<file path="config.mk">
export PLATFORM = sky130hd
export DESIGN_NAME = plnsr_top
export DESIGN_NICKNAME = d
export VERILOG_FILES = /design/src/rtl/plnsr_pkg.sv /design/src/rtl/plnsr_srctl.sv /design/src/rtl/plnsr_dbuf.sv /design/src/rtl/plnsr_top.sv
export SDC_FILE = /design/constraint.sdc
export NUM_CORES = 1
export LEC_CHECK = 0
export BUFFER_PORTS_ARGS = -buffer_cell sky130_fd_sc_hd__buf_2
export CORE_UTILIZATION = 40
export CTS_BUF_LIST = sky130_fd_sc_hd__clkbuf_16
export CTS_CLUSTER_DIAMETER = 80
export DETAILED_ROUTE_END_ITERATION = 8
export PLACE_DENSITY = 0.67
export SLEW_MARGIN = 15
export SYNTH_ARGS = -nofsm -noshare
export SYNTH_HDL_FRONTEND = slang
export SYNTH_SLANG_ARGS = --single-unit
</file>
<file path="constraint.sdc">
create_clock -name clk -period 1.2 [get_ports clk]
set_input_delay 0.18 -clock clk [delete_from_list [all_inputs] [get_ports clk]]
set_output_delay 0.18 -clock clk [all_outputs]
set_load 0.02 [all_outputs]
</file>
<file path="src/rtl/plnsr_pkg.sv">
package plnsr_pkg;
  localparam int PLANE_EN_BIT = 0;

  // self-refresh decision taken at frame start
  function automatic logic sr_decide(input logic en, input logic c0);
    return en & c0;
  endfunction

  // word that a vblank copy would use this cycle
  function automatic logic [63:0] pick_word(input logic wr, input logic [63:0] wdata,
                                            input logic [63:0] held);
    return wr ? wdata : held;
  endfunction
endpackage

</file>
<file path="src/rtl/plnsr_srctl.sv">
module plnsr_srctl
  import plnsr_pkg::*;
(
  input  logic clk,
  input  logic rst_n,
  input  logic frm_start,
  input  logic sr_en_bit,
  input  logic cpu_c0,
  output logic sr_live
);
  logic sr_q;
  logic sr_eval;   // frame-start evaluation event
  logic sr_next;

  assign sr_eval = frm_start;
  assign sr_next = sr_decide(sr_en_bit, cpu_c0);

  always_ff @(posedge clk) begin
    if (!rst_n)       sr_q <= 1'b0;
    else if (sr_eval) sr_q <= sr_next;
  end

  assign sr_live = sr_q;

  // state only moves at frame start
  a_r5_sr_hold: assert property (@(posedge clk) disable iff (!rst_n)
    !frm_start |=> $stable(sr_live));
  // frame start applies enable AND C0
  a_r6_sr_eval: assert property (@(posedge clk) disable iff (!rst_n)
    frm_start |=> (sr_live == $past(sr_en_bit && cpu_c0)));
endmodule

</file>
<file path="src/rtl/plnsr_dbuf.sv">
module plnsr_dbuf
  import plnsr_pkg::*;
#(
  parameter int CTRL_W = 8
) (
  input  logic              clk,
  input  logic              rst_n,
  input  logic              sw_wr,
  input  logic [CTRL_W-1:0] sw_data,
  input  logic              vbl_start,
  input  logic              sr_live,
  output logic [CTRL_W-1:0] live_ctrl,
  output logic              upd_pending,
  output logic              upd_blocked,
  output logic              upd_done
);
  logic [CTRL_W-1:0] shadow_q, live_q, cand_word;
  logic              pend_q, blk_q, done_q;
  logic              copy_req, copy_go, copy_refused;
  logic [63:0]       cand_wide;

  assign copy_req     = vbl_start && (pend_q || sw_wr);
  assign copy_go      = copy_req && !sr_live;
  assign copy_refused = copy_req && sr_live;
  assign cand_wide    = pick_word(sw_wr, 64'(sw_data), 64'(shadow_q));
  assign cand_word    = cand_wide[CTRL_W-1:0];

  always_ff @(posedge clk) begin
    if (!rst_n) begin
      shadow_q <= '0;
      live_q   <= '0;
      pend_q   <= 1'b0;
      blk_q    <= 1'b0;
      done_q   <= 1'b0;
    end else begin
      if (sw_wr) shadow_q <= sw_data;
      if (copy_go) live_q <= cand_word;
      if (copy_go)    pend_q <= 1'b0;
      else if (sw_wr) pend_q <= 1'b1;
      blk_q  <= copy_refused;
      done_q <= copy_go;
    end
  end

  assign live_ctrl   = live_q;
  assign upd_pending = pend_q;
  assign upd_blocked = blk_q;
  assign upd_done    = done_q;

  // live word only moves at vblank
  a_r2_live_hold: assert property (@(posedge clk) disable iff (!rst_n)
    !vbl_start |=> $stable(live_ctrl));
  // refused copy keeps live word and pending
  a_r4_refused: assert property (@(posedge clk) disable iff (!rst_n)
    (vbl_start && sr_live) |=> ($stable(live_ctrl) && upd_pending == $past(pend_q || sw_wr)));
  // committed copy clears pending
  a_r3_commit: assert property (@(posedge clk) disable iff (!rst_n)
    (vbl_start && !sr_live && (upd_pending || sw_wr)) |=> (!upd_pending && upd_done));
  // idle vblank raises nothing
  a_r9_idle: assert property (@(posedge clk) disable iff (!rst_n)
    (vbl_start && !upd_pending && !sw_wr) |=> (!upd_done && !upd_blocked));
  // pulses exclusive
  a_r4_excl: assert property (@(posedge clk) disable iff (!rst_n)
    $onehot0({upd_done, upd_blocked}));
endmodule

</file>
<file path="src/rtl/plnsr_top.sv">
module plnsr_top
  import plnsr_pkg::*;
#(
  parameter int CTRL_W = 8
) (
  input  logic              clk,
  input  logic              rst_n,
  input  logic              sw_wr,
  input  logic [CTRL_W-1:0] sw_data,
  input  logic              vbl_start,
  input  logic              frm_start,
  input  logic              sr_en_bit,
  input  logic              cpu_c0,
  output logic [CTRL_W-1:0] live_ctrl,
  output logic              plane_on,
  output logic              sr_live,
  output logic              upd_pending,
  output logic              upd_blocked,
  output logic              upd_done
);
  logic sr_state;

  plnsr_srctl u_sr (
    .clk(clk), .rst_n(rst_n), .frm_start(frm_start),
    .sr_en_bit(sr_en_bit), .cpu_c0(cpu_c0), .sr_live(sr_state)
  );

  plnsr_dbuf #(.CTRL_W(CTRL_W)) u_buf (
    .clk(clk), .rst_n(rst_n), .sw_wr(sw_wr), .sw_data(sw_data),
    .vbl_start(vbl_start), .sr_live(sr_state), .live_ctrl(live_ctrl),
    .upd_pending(upd_pending), .upd_blocked(upd_blocked), .upd_done(upd_done)
  );

  assign sr_live  = sr_state;
  assign plane_on = live_ctrl[PLANE_EN_BIT];

  // plane-on tracks the enable bit of the live word
  a_r10_plane: assert property (@(posedge clk) disable iff (!rst_n)
    plane_on == live_ctrl[PLANE_EN_BIT]);
endmodule

</file>
# After elaboration in Yosys (flattened, before gate mapping)

Index checks and enable logic that the tools add are counted.
Widths: inputs -> output; s select.

Input bits: 15
Bits in registers: 20

Bitwise gates (word level): 2
Multiplexer cells: 1
Reduce and logical (&&, ||, !) cells: 6

Operators with widths:

| operator          | count |
|---|---|
| $mux 8            | 1 |
| $logic_and 1x1->1 | 3 |
| $reduce_or 2->1   | 1 |
| $and 1x1->1       | 1 |
| $logic_not 1->1   | 1 |
| $logic_or 1x1->1  | 1 |
| $not 1->1         | 1 |

# Longest topological paths before layout

Gate-level depths: netlist of run 1.

Depth in word-level cells: 4
Gate-level depth with buffers: 5

# Hierarchy

A second synthesis of run 1 with hierarchy kept.

Cells, all modules: 60
Area, all modules: 709.4 um2

By module, submodules not included:

| module      | cells each | area each (um2) | seq. area each (um2) | times used |
|---|---|---|---|---|
| plnsr_dbuf  | 55         | 664.4           | 380.4                | 1 |
| plnsr_srctl | 4          | 37.5            | 20.0                 | 1 |
| plnsr_top   | 1          | 7.5             | 0.0                  | 1 |

# Least setup slack after synthesis of run 1

No wires, ideal clock.

Kind: register to register
Start point: register u_buf.pend_q, in the netlist u_buf.upd_pending
End point: register u_buf.live_q[0], in the netlist u_buf.live_ctrl[0]
Data required time: 1.084 ns
Stages on the path, launching flop included: 5
Setup slack: 0.063 ns
Arrival: 1.021 ns
Setup time: 0.116 ns
Cell sequence: dfxtp_1 -> or2_1 -> and2_1 -> buf_6 -> o211a_1

Word-level cells in the longest chain between the ends: 3

Ends and longest elaborated chain:

| what                   | RTL line         | source |
|---|---|---|
| from (decl)            | plnsr_dbuf.sv:18 | `logic pend_q, blk_q, done_q;` |
| from (signal assigned) | plnsr_dbuf.sv:32 | `pend_q <= 1'b0;` |
| from (signal assigned) | plnsr_dbuf.sv:38 | `if (copy_go) pend_q <= 1'b0;` |
| from (signal assigned) | plnsr_dbuf.sv:39 | `else if (sw_wr) pend_q <= 1'b1;` |
| $logic_or 1x1->1       | plnsr_dbuf.sv:22 | `assign copy_req = vbl_start && (pend_q \|\| sw_wr);` |
| $logic_and 1x1->1      | plnsr_dbuf.sv:22 |  |
| $logic_and 1x1->1      | plnsr_dbuf.sv:23 | `assign copy_go = copy_req && !sr_live;` |
| to (signal assigned)   | plnsr_dbuf.sv:37 | `if (copy_go) live_q <= cand_word;` |
| to (decl)              | plnsr_dbuf.sv:17 | `logic [CTRL_W-1:0] shadow_q, live_q, cand_word;` |

Every way passes these cells.
A chain may end at the register's enable or synchronous reset.

# Worst setup path after layout of run 1

Same ends and word-level chain as after synthesis.

==> results.toml, run 1 <==
[outcome]
status = "completed"

[timing]
slew_violations = 0
min_period_ps = 1080
skew_ps = 1.73
relSlewSlack = 0.815
fmax_mhz = 922
tightest_slew_ps = 278
hold_violations = 0
setup_tns_ps = 0
fin_hold_ws_ps = 156
setup_violations = 0
finalCritPeriodShare = 0.904
rsz0062_at_grt = "false"

[critical_path]
cp_data_arrival_time_ps = 1220
cp-start-kind = "register"
critPathRequiredTime_ps = 1340
cp_max_fo = 8
reg2reg_to = "u_buf.live_ctrl[0]$_SDFFE_PN0P_"
critical_path_class = "reg2reg"
reg2reg_slack_ps = 120
timing.rr.start = "u_buf.upd_pending$_SDFFE_PP0P_"
cp-end-kind = "register"
r2r_cells = 3

[clocking]
ctsHoldBuffers = 0
ctsRootBufferMaster = "clkbuf_16"
clk_pin_slew_ps = 50
postCtsSetupBuffers = 0
cts_made_buffers = 3
clk_latency_ps = 250
clockBufferDepth = 2
cts_tree = "built"
h-tree-depth = 1
clkSinkCount = 20
cts_resized = 0

[finish]
syn_to_final_growth_pct = 33.8
nets = 114
drive_above_1_share = 0.357
post-route-util = 0.579
final_area_um2 = 1010
antenna_cells = 0
n_fill_cell = 144

[logic_synthesis]
syn_area_per_cell_um2 = 10.8
synth_area_leaders = "dfxtp_1 (53%), mux2i_1 (11%), o211a_1 (11%)"
syn_nets = 85
synthFlopType = "dfxtp_1"
ys_seq_area_frac = 0.530
synth_cells = 70
synth-seq-cells = 20
yosysMostFrequentCell = "dfxtp_1"
yosys-top-cells-count = "dfxtp_1 (20), nand3_1 (9), nor2b_1 (9)"
ys_types = 16
synth-edff-count = 0
syn_area_um2 = 756
yosys_warnings = 0
synth-async-reset-ratio = 0
synth.top_cell.area_share = 0.530
synth_top_area_cell = "dfxtp_1"

[global_routing]
antenna_found_initial = 0
grt_pass1_wl_um = 2050
grt_max_degree = 20
grt-busiest-layer = "met2"
grt_pass1_vias = 478
grtUsageMet2 = 0.214
grtUsageMet3 = 0.0357
grt_usage = 0.144
use_met1 = 0.184
overflow = 0

[drt]
wl_per_cell_um = 10.9
dr.pass1.iters = 5
detail-route-antenna-nets = 0
routed-via-count = 564
finalWirelength_um = 1340
initialDrtViolationCount = 6
route.detailed.drc = 0
via_per_inst = 4.59

[power]
ir_drop_v = 0.000883
p_per_area_nw_per_um2 = 1800
p_leak_nw = 0.556
fin_total_pwr_mw = 1.82

[die]
num_rows = 15
die_x_um = 45.5
dieArea_um2 = 2070
chipHeight_um = 45.5
core_area_um2 = 1750
ioPinCount = 28
initial_core_util = 0.433

[run]
drv_cap = 0

[worst_hold_path]
hold_class = "in2reg"
hold_depth = 3
hold_start = "vbl_start"
min_to = "u_buf.upd_blocked$_SDFF_PN0_"

[placement]
place.gp.congestion = 0.684
placed_area_um2 = 906
place_hpwl_um = 999
numPortBuffers = 27
-- layout by cell type (no fill, tap or decap), drive strengths merged --
master and instances:
a21boi 1, and2 1, and3 1, buf 31, bufinv 1, clkbuf 3, dfxtp 20, mux2i 8
nand2 2, nand2b 1, nand3 9, nor2 2, nor2b 9, o211a 8, or2 1
-- report_power, final --
part | internal (mW) | switching [mW]
Sequential | 0.707 | 0.0161
Combinational | 0.0912 | 0.113
Clock | 0.661 | 0.230
-- final cells by class --
| class | count | area [um^2] | share of cell area |
|---|---|---|---|
| Multi-Input combinational cell | 43 | 309 | 0.306 |
| Sequential cell | 20 | 400 | 0.396 |
| Tap cell | 25 | 31.3 | 0.0309 |
| Timing Repair Buffer | 31 | 165 | 0.163 |
| Clock buffer | 3 | 75.1 | 0.0743 |
| Clock inverter | 1 | 30.0 | 0.0297 |
-- registers in the layout, indices dropped and copies added (netlist names) --
register,cells
u_buf.shadow_q,8
u_buf.upd_pending,1
u_buf.upd_blocked,1
u_buf.upd_done,1
u_sr.sr_live,1
u_buf.live_ctrl,8
-- stage by stage --
step | std cells | setup WS, ps
2_1_floorplan | 70 | 63.1
4_1_cts | 123 | 107
3_5_place_dp | 119 | 88.7
3_3_place_gp | 119 | 100
6_report | 123 | 115
5_1_grt | 123 | 41.8
-- logic make-up after synthesis --
group / synth area share
simple gates: 0.187
buf+inv: 0.0613
flops: 0.530
compound gates: 0.116
mux: 0.106
-- critical path, cell delays in order, from the launching register on --
cell and delay (ps):
dfxtp_1 300, or2_1 210, and2_1 230, o211a_1 230
-- how the worst max path moves through the flow --
stage                                        start                         endpoint  cells past startpoint
detailed placement                           sw_wr  u_buf.live_ctrl[7]$_SDFFE_PN0P_                      4
global route        u_buf.upd_pending$_SDFFE_PP0P_  u_buf.live_ctrl[7]$_SDFFE_PN0P_                      3
finish              u_buf.upd_pending$_SDFFE_PP0P_  u_buf.live_ctrl[0]$_SDFFE_PN0P_                      3
global placement                             sw_wr  u_buf.live_ctrl[0]$_SDFFE_PN0P_                      4
floorplan           u_buf.upd_pending$_SDFFE_PP0P_  u_buf.live_ctrl[0]$_SDFFE_PN0P_                      4
CTS                 u_buf.upd_pending$_SDFFE_PP0P_  u_buf.live_ctrl[7]$_SDFFE_PN0P_                      3
-- metal layers --
layer | vias up | share of wire
met5 | - | 0
met4 | 0 | 0.0075
met3 | 2 | 0.043
met2 | 16 | 0.49
met1 | 250 | 0.46
li1 | 296 | -
Power figures use the tool's default switching activity.
==> run 2, diff against run 1 <==
--- a/config.mk
+++ b/config.mk
@@ -6,6 +6,7 @@
 export NUM_CORES = 1
 export LEC_CHECK = 0
 export BUFFER_PORTS_ARGS = -buffer_cell sky130_fd_sc_hd__buf_2
+export CORE_MARGIN = 5
 export CORE_UTILIZATION = 40
 export CTS_BUF_LIST = sky130_fd_sc_hd__clkbuf_16
 export CTS_CLUSTER_DIAMETER = 80
==> run 2 against run 1 <==
Effect of this change:
- cell count is 0.81% lower
- register-to-register slack worse by 20 ps
- clock skew up 2.6 ps
- utilization fell by 1.0 points
- sequential share of layout area rose by 0.30 points
- die area rose by 38%
- count of clock-buffer cells in the layout stayed put
- flip-flop and latch count is the same
- non-clock buffer count is 1 lower
- maximum frequency fell by 1.7%
- clock power increased by 1%
- sequential power about the same
==> results.toml, run 2 (synthesis gave the netlist of run 1 again) <==
[outcome]
status = "completed"

[power]
p_int_mw = 1.46
p_leak_nw = 0.551
seq_power_share = 0.396
ir_drop_v = 0.00136
p_per_area_nw_per_um2 = 1820
swShare = 0.203
p_clk_frac = 0.494
combPwrFrac = 0.110
switchingPower_mw = 0.370

[die]
core_area_um2 = 1760
chipHeight_um = 53.5
die_x_um = 53.5
dieArea_um2 = 2860
num_rows = 15
initial_core_util = 0.428
ioPinCount = 28

[placement]
placed_area_um2 = 898
place.gp.congestion = 0.707
numPortBuffers = 27
place_hpwl_um = 1030

[timing]
setup_violations = 0
tightest_slew_ps = 296
finalCritPeriodShare = 0.920
fmax_mhz = 906
relSlewSlack = 0.803
setup_tns_ps = 0
hold_violations = 0
rsz0062_at_grt = "false"
skew_ps = 4.32
slew_violations = 0
min_period_ps = 1100

[finish]
drive_above_1_share = 0.351
n_fill_cell = 167
syn_to_final_growth_pct = 32.8
final_area_um2 = 1000
antenna_cells = 0
layout_commonest_cell = "buf_2"
post-route-util = 0.569
final_cell_mix = "buf_2 (27), dfxtp_1 (20), nor2b_1 (9), nand3_1 (9)"
nets = 113

[drt]
routed-via-count = 584
dr.pass1.iters = 4
wl_per_cell_um = 12.3
detail-route-antenna-nets = 0
via_per_inst = 4.79
finalWirelength_um = 1500
initialDrtViolationCount = 1
route.detailed.drc = 0

[critical_path]
reg2reg_slack_ps = 100
timing.rr.start = "u_buf.upd_pending$_SDFFE_PP0P_"
critical_path_class = "reg2reg"
cp_max_fo = 8
worstSetupStartpoint = "u_buf.upd_pending$_SDFFE_PP0P_"
cp_top_family = "simple AND/OR/NAND/NOR gates"
cp-end-kind = "register"
reg2reg_to = "u_buf.live_ctrl[1]$_SDFFE_PN0P_"
r2r_cells = 3
critPathRequiredTime_ps = 1340
cp_data_arrival_time_ps = 1250
path_buf_inv = 0
critPathSlowestCell = "dfxtp_1"
max_stage_delay_ps = 300
crit_cells = 3
cp-start-kind = "register"
crit_chain = "or2_1, and2_1, o211a_1"

[run]
drv_cap = 0

[global_routing]
grt_max_degree = 20
grt_pass1_vias = 587
antenna_found_initial = 0
grt_usage = 0.125
overflow = 0
grt_pass1_wl_um = 2550

[clocking]
h-tree-depth = 1
clockBufferDepth = 2
clk_latency_ps = 250
cts_tree = "built"
postCtsSetupBuffers = 0
ctsHoldBuffers = 0
cts_resized = 0
ctsRootBufferMaster = "clkbuf_16"
clk_pin_slew_ps = 60
cts_made_buffers = 3
clkSinkCount = 20

[worst_hold_path]
hold_class = "in2reg"
min_to = "u_buf.upd_blocked$_SDFF_PN0_"
hold_depth = 3
hold_start = "vbl_start"
run 2: layout make-up:
cell class	count	area, um^2	area share
clock buffers	3	75.1	0.0748
clock inverters	1	30.0	0.0299
multi-input cells	43	309	0.308
flip-flops and latches	20	400	0.399
well taps	25	31.3	0.0312
repair buffers	30	158	0.157
run 2: power groups by stage:
| stage | Combinational, mW | Sequential (mW) | Clock (mW) |
|---|---|---|---|
| 2_1_floorplan | 0.108 | 0.769 | 0 |
| 3_3_place_gp | 0.199 | 0.737 | 0 |
| 3_5_place_dp | 0.203 | 0.737 | 0 |
| 4_1_cts | 0.205 | 0.724 | 0.918 |
| 5_1_grt | 0.224 | 0.729 | 0.957 |
| 6_report | 0.201 | 0.724 | 0.903 |
run 2: how the worst max path moves through the flow:
stage                                            to
floorplan           u_buf.live_ctrl[0]$_SDFFE_PN0P_
global placement    u_buf.live_ctrl[6]$_SDFFE_PN0P_
detailed placement  u_buf.live_ctrl[2]$_SDFFE_PN0P_
CTS                 u_buf.live_ctrl[1]$_SDFFE_PN0P_
global route        u_buf.live_ctrl[1]$_SDFFE_PN0P_
finish              u_buf.live_ctrl[1]$_SDFFE_PN0P_
run 2: through the flow:
step | power [mW] | hold slack [ps] | instances | worst slack [ps]
after floorplan | 0.877 | 303 | 70 | 63.1
after global placement | 0.937 | 415 | 118 | 112
after detailed placement | 0.940 | 421 | 118 | 94.2
after CTS | 1.85 | 154 | 122 | 82.9
after global routing | 1.91 | 156 | 122 | 7.75
final | 1.83 | 157 | 122 | 96.6
run 2: per-layer routing:
layer  global-route usage  share of wire  up-vias
met5                    0              0        -
met4               0.0255         0.0040        0
met3               0.0676          0.067        2
met2                0.194           0.47       18
met1                0.150           0.45      270
li1                     -              -      294
run 2: worst min-delay path, delay by kind of cell:
| kind | cells | cell delay [ps] |
|---|---|---|
| buffers and inverters | 1 | 100 |
| and+or+nand+nor | 2 | 80 |
==> run 3, diff against run 2 <==
--- a/config.mk
+++ b/config.mk
@@ -7,11 +7,11 @@
 export LEC_CHECK = 0
 export BUFFER_PORTS_ARGS = -buffer_cell sky130_fd_sc_hd__buf_2
 export CORE_MARGIN = 5
-export CORE_UTILIZATION = 40
+export CORE_UTILIZATION = 45
 export CTS_BUF_LIST = sky130_fd_sc_hd__clkbuf_16
 export CTS_CLUSTER_DIAMETER = 80
 export DETAILED_ROUTE_END_ITERATION = 8
-export PLACE_DENSITY = 0.67
+export PLACE_DENSITY = 0.74
 export SLEW_MARGIN = 15
 export SYNTH_ARGS = -nofsm -noshare
 export SYNTH_HDL_FRONTEND = slang
==> constraint.sdc (replaced) <==
create_clock -name clk -period 1.2 [get_ports clk]
set_input_delay 0.18 -clock clk [delete_from_list [all_inputs] [get_ports clk]]
set_output_delay 0.18 -clock clk [all_outputs]
set_load 0.1 [all_outputs]
==> run 3 against run 2 <==
Effect of this change:
- flip-flop and latch count stayed put
- wire length is 12% higher
- global-route usage is 1.4 points higher
- clock power is 25% lower
- count of clock-buffer cells in the layout stayed put
- critical path depth stayed put
- clock skew is 2.1 ps lower
- sequential power is 3% higher
- via count is 2.2% higher
- die area is 9.1% lower
- setup slack worse by 31 ps
- critical endpoint is now u_buf.live_ctrl[0]$_SDFFE_PN0P_
==> results.toml, run 3 (synthesis gave the netlist of run 1 again) <==
[timing]
setup_violations = 0
skew_ps = 2.25
fin_hold_ws_ps = 159
hold_violations = 0
setup_tns_ps = 0
min_period_ps = 1130
finalCritPeriodShare = 0.945
fmax_mhz = 882
rsz0062_at_grt = "false"
slew_violations = 0
relSlewSlack = 0.817
tightest_slew_ps = 275

[critical_path]
timing.rr.start = "u_buf.upd_pending$_SDFFE_PP0P_"
r2r_cells = 3
reg2reg_to = "u_buf.live_ctrl[0]$_SDFFE_PN0P_"
cp_max_fo = 8
reg2reg_slack_ps = 70
worstSetupStartpoint = "u_buf.upd_pending$_SDFFE_PP0P_"
cp-start-kind = "register"
cp_data_arrival_time_ps = 1270
critPathRequiredTime_ps = 1340
critical_path_class = "reg2reg"
cp-end-kind = "register"

[clocking]
postCtsSetupBuffers = 0
h-tree-depth = 1
clockBufferDepth = 2
clk_pin_slew_ps = 50
cts_resized = 0
cts_made_buffers = 3
cts_tree = "built"
clkSinkCount = 20
clk_latency_ps = 250
ctsRootBufferMaster = "clkbuf_16"
ctsHoldBuffers = 0

[global_routing]
grt_usage = 0.139
overflow = 0
antenna_found_initial = 0
grt_pass1_vias = 650
grt_pass1_wl_um = 2810
grt_max_degree = 20

[worst_hold_path]
min_to = "u_buf.upd_blocked$_SDFF_PN0_"
hold_depth = 3
hold_class = "in2reg"
hold_start = "vbl_start"

[drt]
finalWirelength_um = 1670
routed-via-count = 597
dr.pass1.iters = 4
via_per_inst = 5.24
route.detailed.drc = 0
detail-route-antenna-nets = 0
wl_per_cell_um = 14.7
initialDrtViolationCount = 14

[die]
initial_core_util = 0.490
die_x_um = 51.0
ioPinCount = 28
num_rows = 14
core_area_um2 = 1540
dieArea_um2 = 2600
chipHeight_um = 51.0

[run]
drv_cap = 0

[finish]
antenna_cells = 0
n_fill_cell = 99
layout_commonest_cell = "buf_2"
nets = 114
multi_input_area_um2 = 310
final-seq-area_um2 = 420
final_area_um2 = 1190
drive_above_1_share = 0.459
final_cell_mix = "buf_2 (14), buf_12 (13), dfxtp_1 (10)"
syn_to_final_growth_pct = 57.5
post-route-util = 0.772

[outcome]
status = "completed"

[placement]
placed_area_um2 = 1110
place.gp.congestion = 0.724
numPortBuffers = 27
place_hpwl_um = 1200

[power]
ir_drop_v = 0.000984
fin_total_pwr_mw = 1.89
p_per_area_nw_per_um2 = 1590
p_leak_nw = 0.592
[run 3: cell types whose count changed in the layout (fill, tap and decap cells not counted)]
cell,delta
and2_1,-1
and2_2,+1
buf_12,+13
buf_2,-13
buf_4,+1
bufinv_16,-1
clkinv_1,+1
dfxtp_1,-10
dfxtp_2,+7
dfxtp_4,+3
[run 3: worst max-delay path: stages, from the launching register on]
cell and delay, ps:
dfxtp_4 350, or2_1 210, and2_2 240, o211a_1 230
[run 3: worst max-delay path by stage]
stage	endpoint
3_3_place_gp	u_buf.live_ctrl[5]$_SDFFE_PN0P_
5_1_grt	u_buf.live_ctrl[1]$_SDFFE_PN0P_
2_1_floorplan	u_buf.live_ctrl[1]$_SDFFE_PN0P_
6_report	u_buf.live_ctrl[0]$_SDFFE_PN0P_
4_1_cts	u_buf.live_ctrl[3]$_SDFFE_PN0P_
3_5_place_dp	u_buf.live_ctrl[6]$_SDFFE_PN0P_
[run 3: cell type report]
type	instances	area share
clock inverter	1	0.00315
clock buffer	3	0.0631
multi-input combinational	43	0.261
timing repair buffer	31	0.303
tap	16	0.0168
sequential	20	0.353
[run 3: stage by stage]
stage	std cells	setup WS [ps]
floorplan	70	-32.7
global placement	110	98.0
detailed placement	110	69.8
CTS	114	42.3
global route	114	31.9
finish	114	65.6
[run 3: per-layer routing]
| metal | GRT usage | routed length, um | up-vias |
|---|---|---|---|
| met5 | 0 | 0 | - |
| met2 | 0.227 | 856 | 26 |
| met4 | 0.0638 | 23 | 0 |
| met1 | 0.168 | 672 | 272 |
| met3 | 0.0378 | 121 | 3 |
| li1 | - | - | 296 |
[run 3: power by group]
part / leakage (nW) / internal, mW / switching, mW
combinational: 0.384 / 0.180 / 0.291
sequential: 0.169 / 0.709 / 0.0345
clock: 0.0385 / 0.443 / 0.231
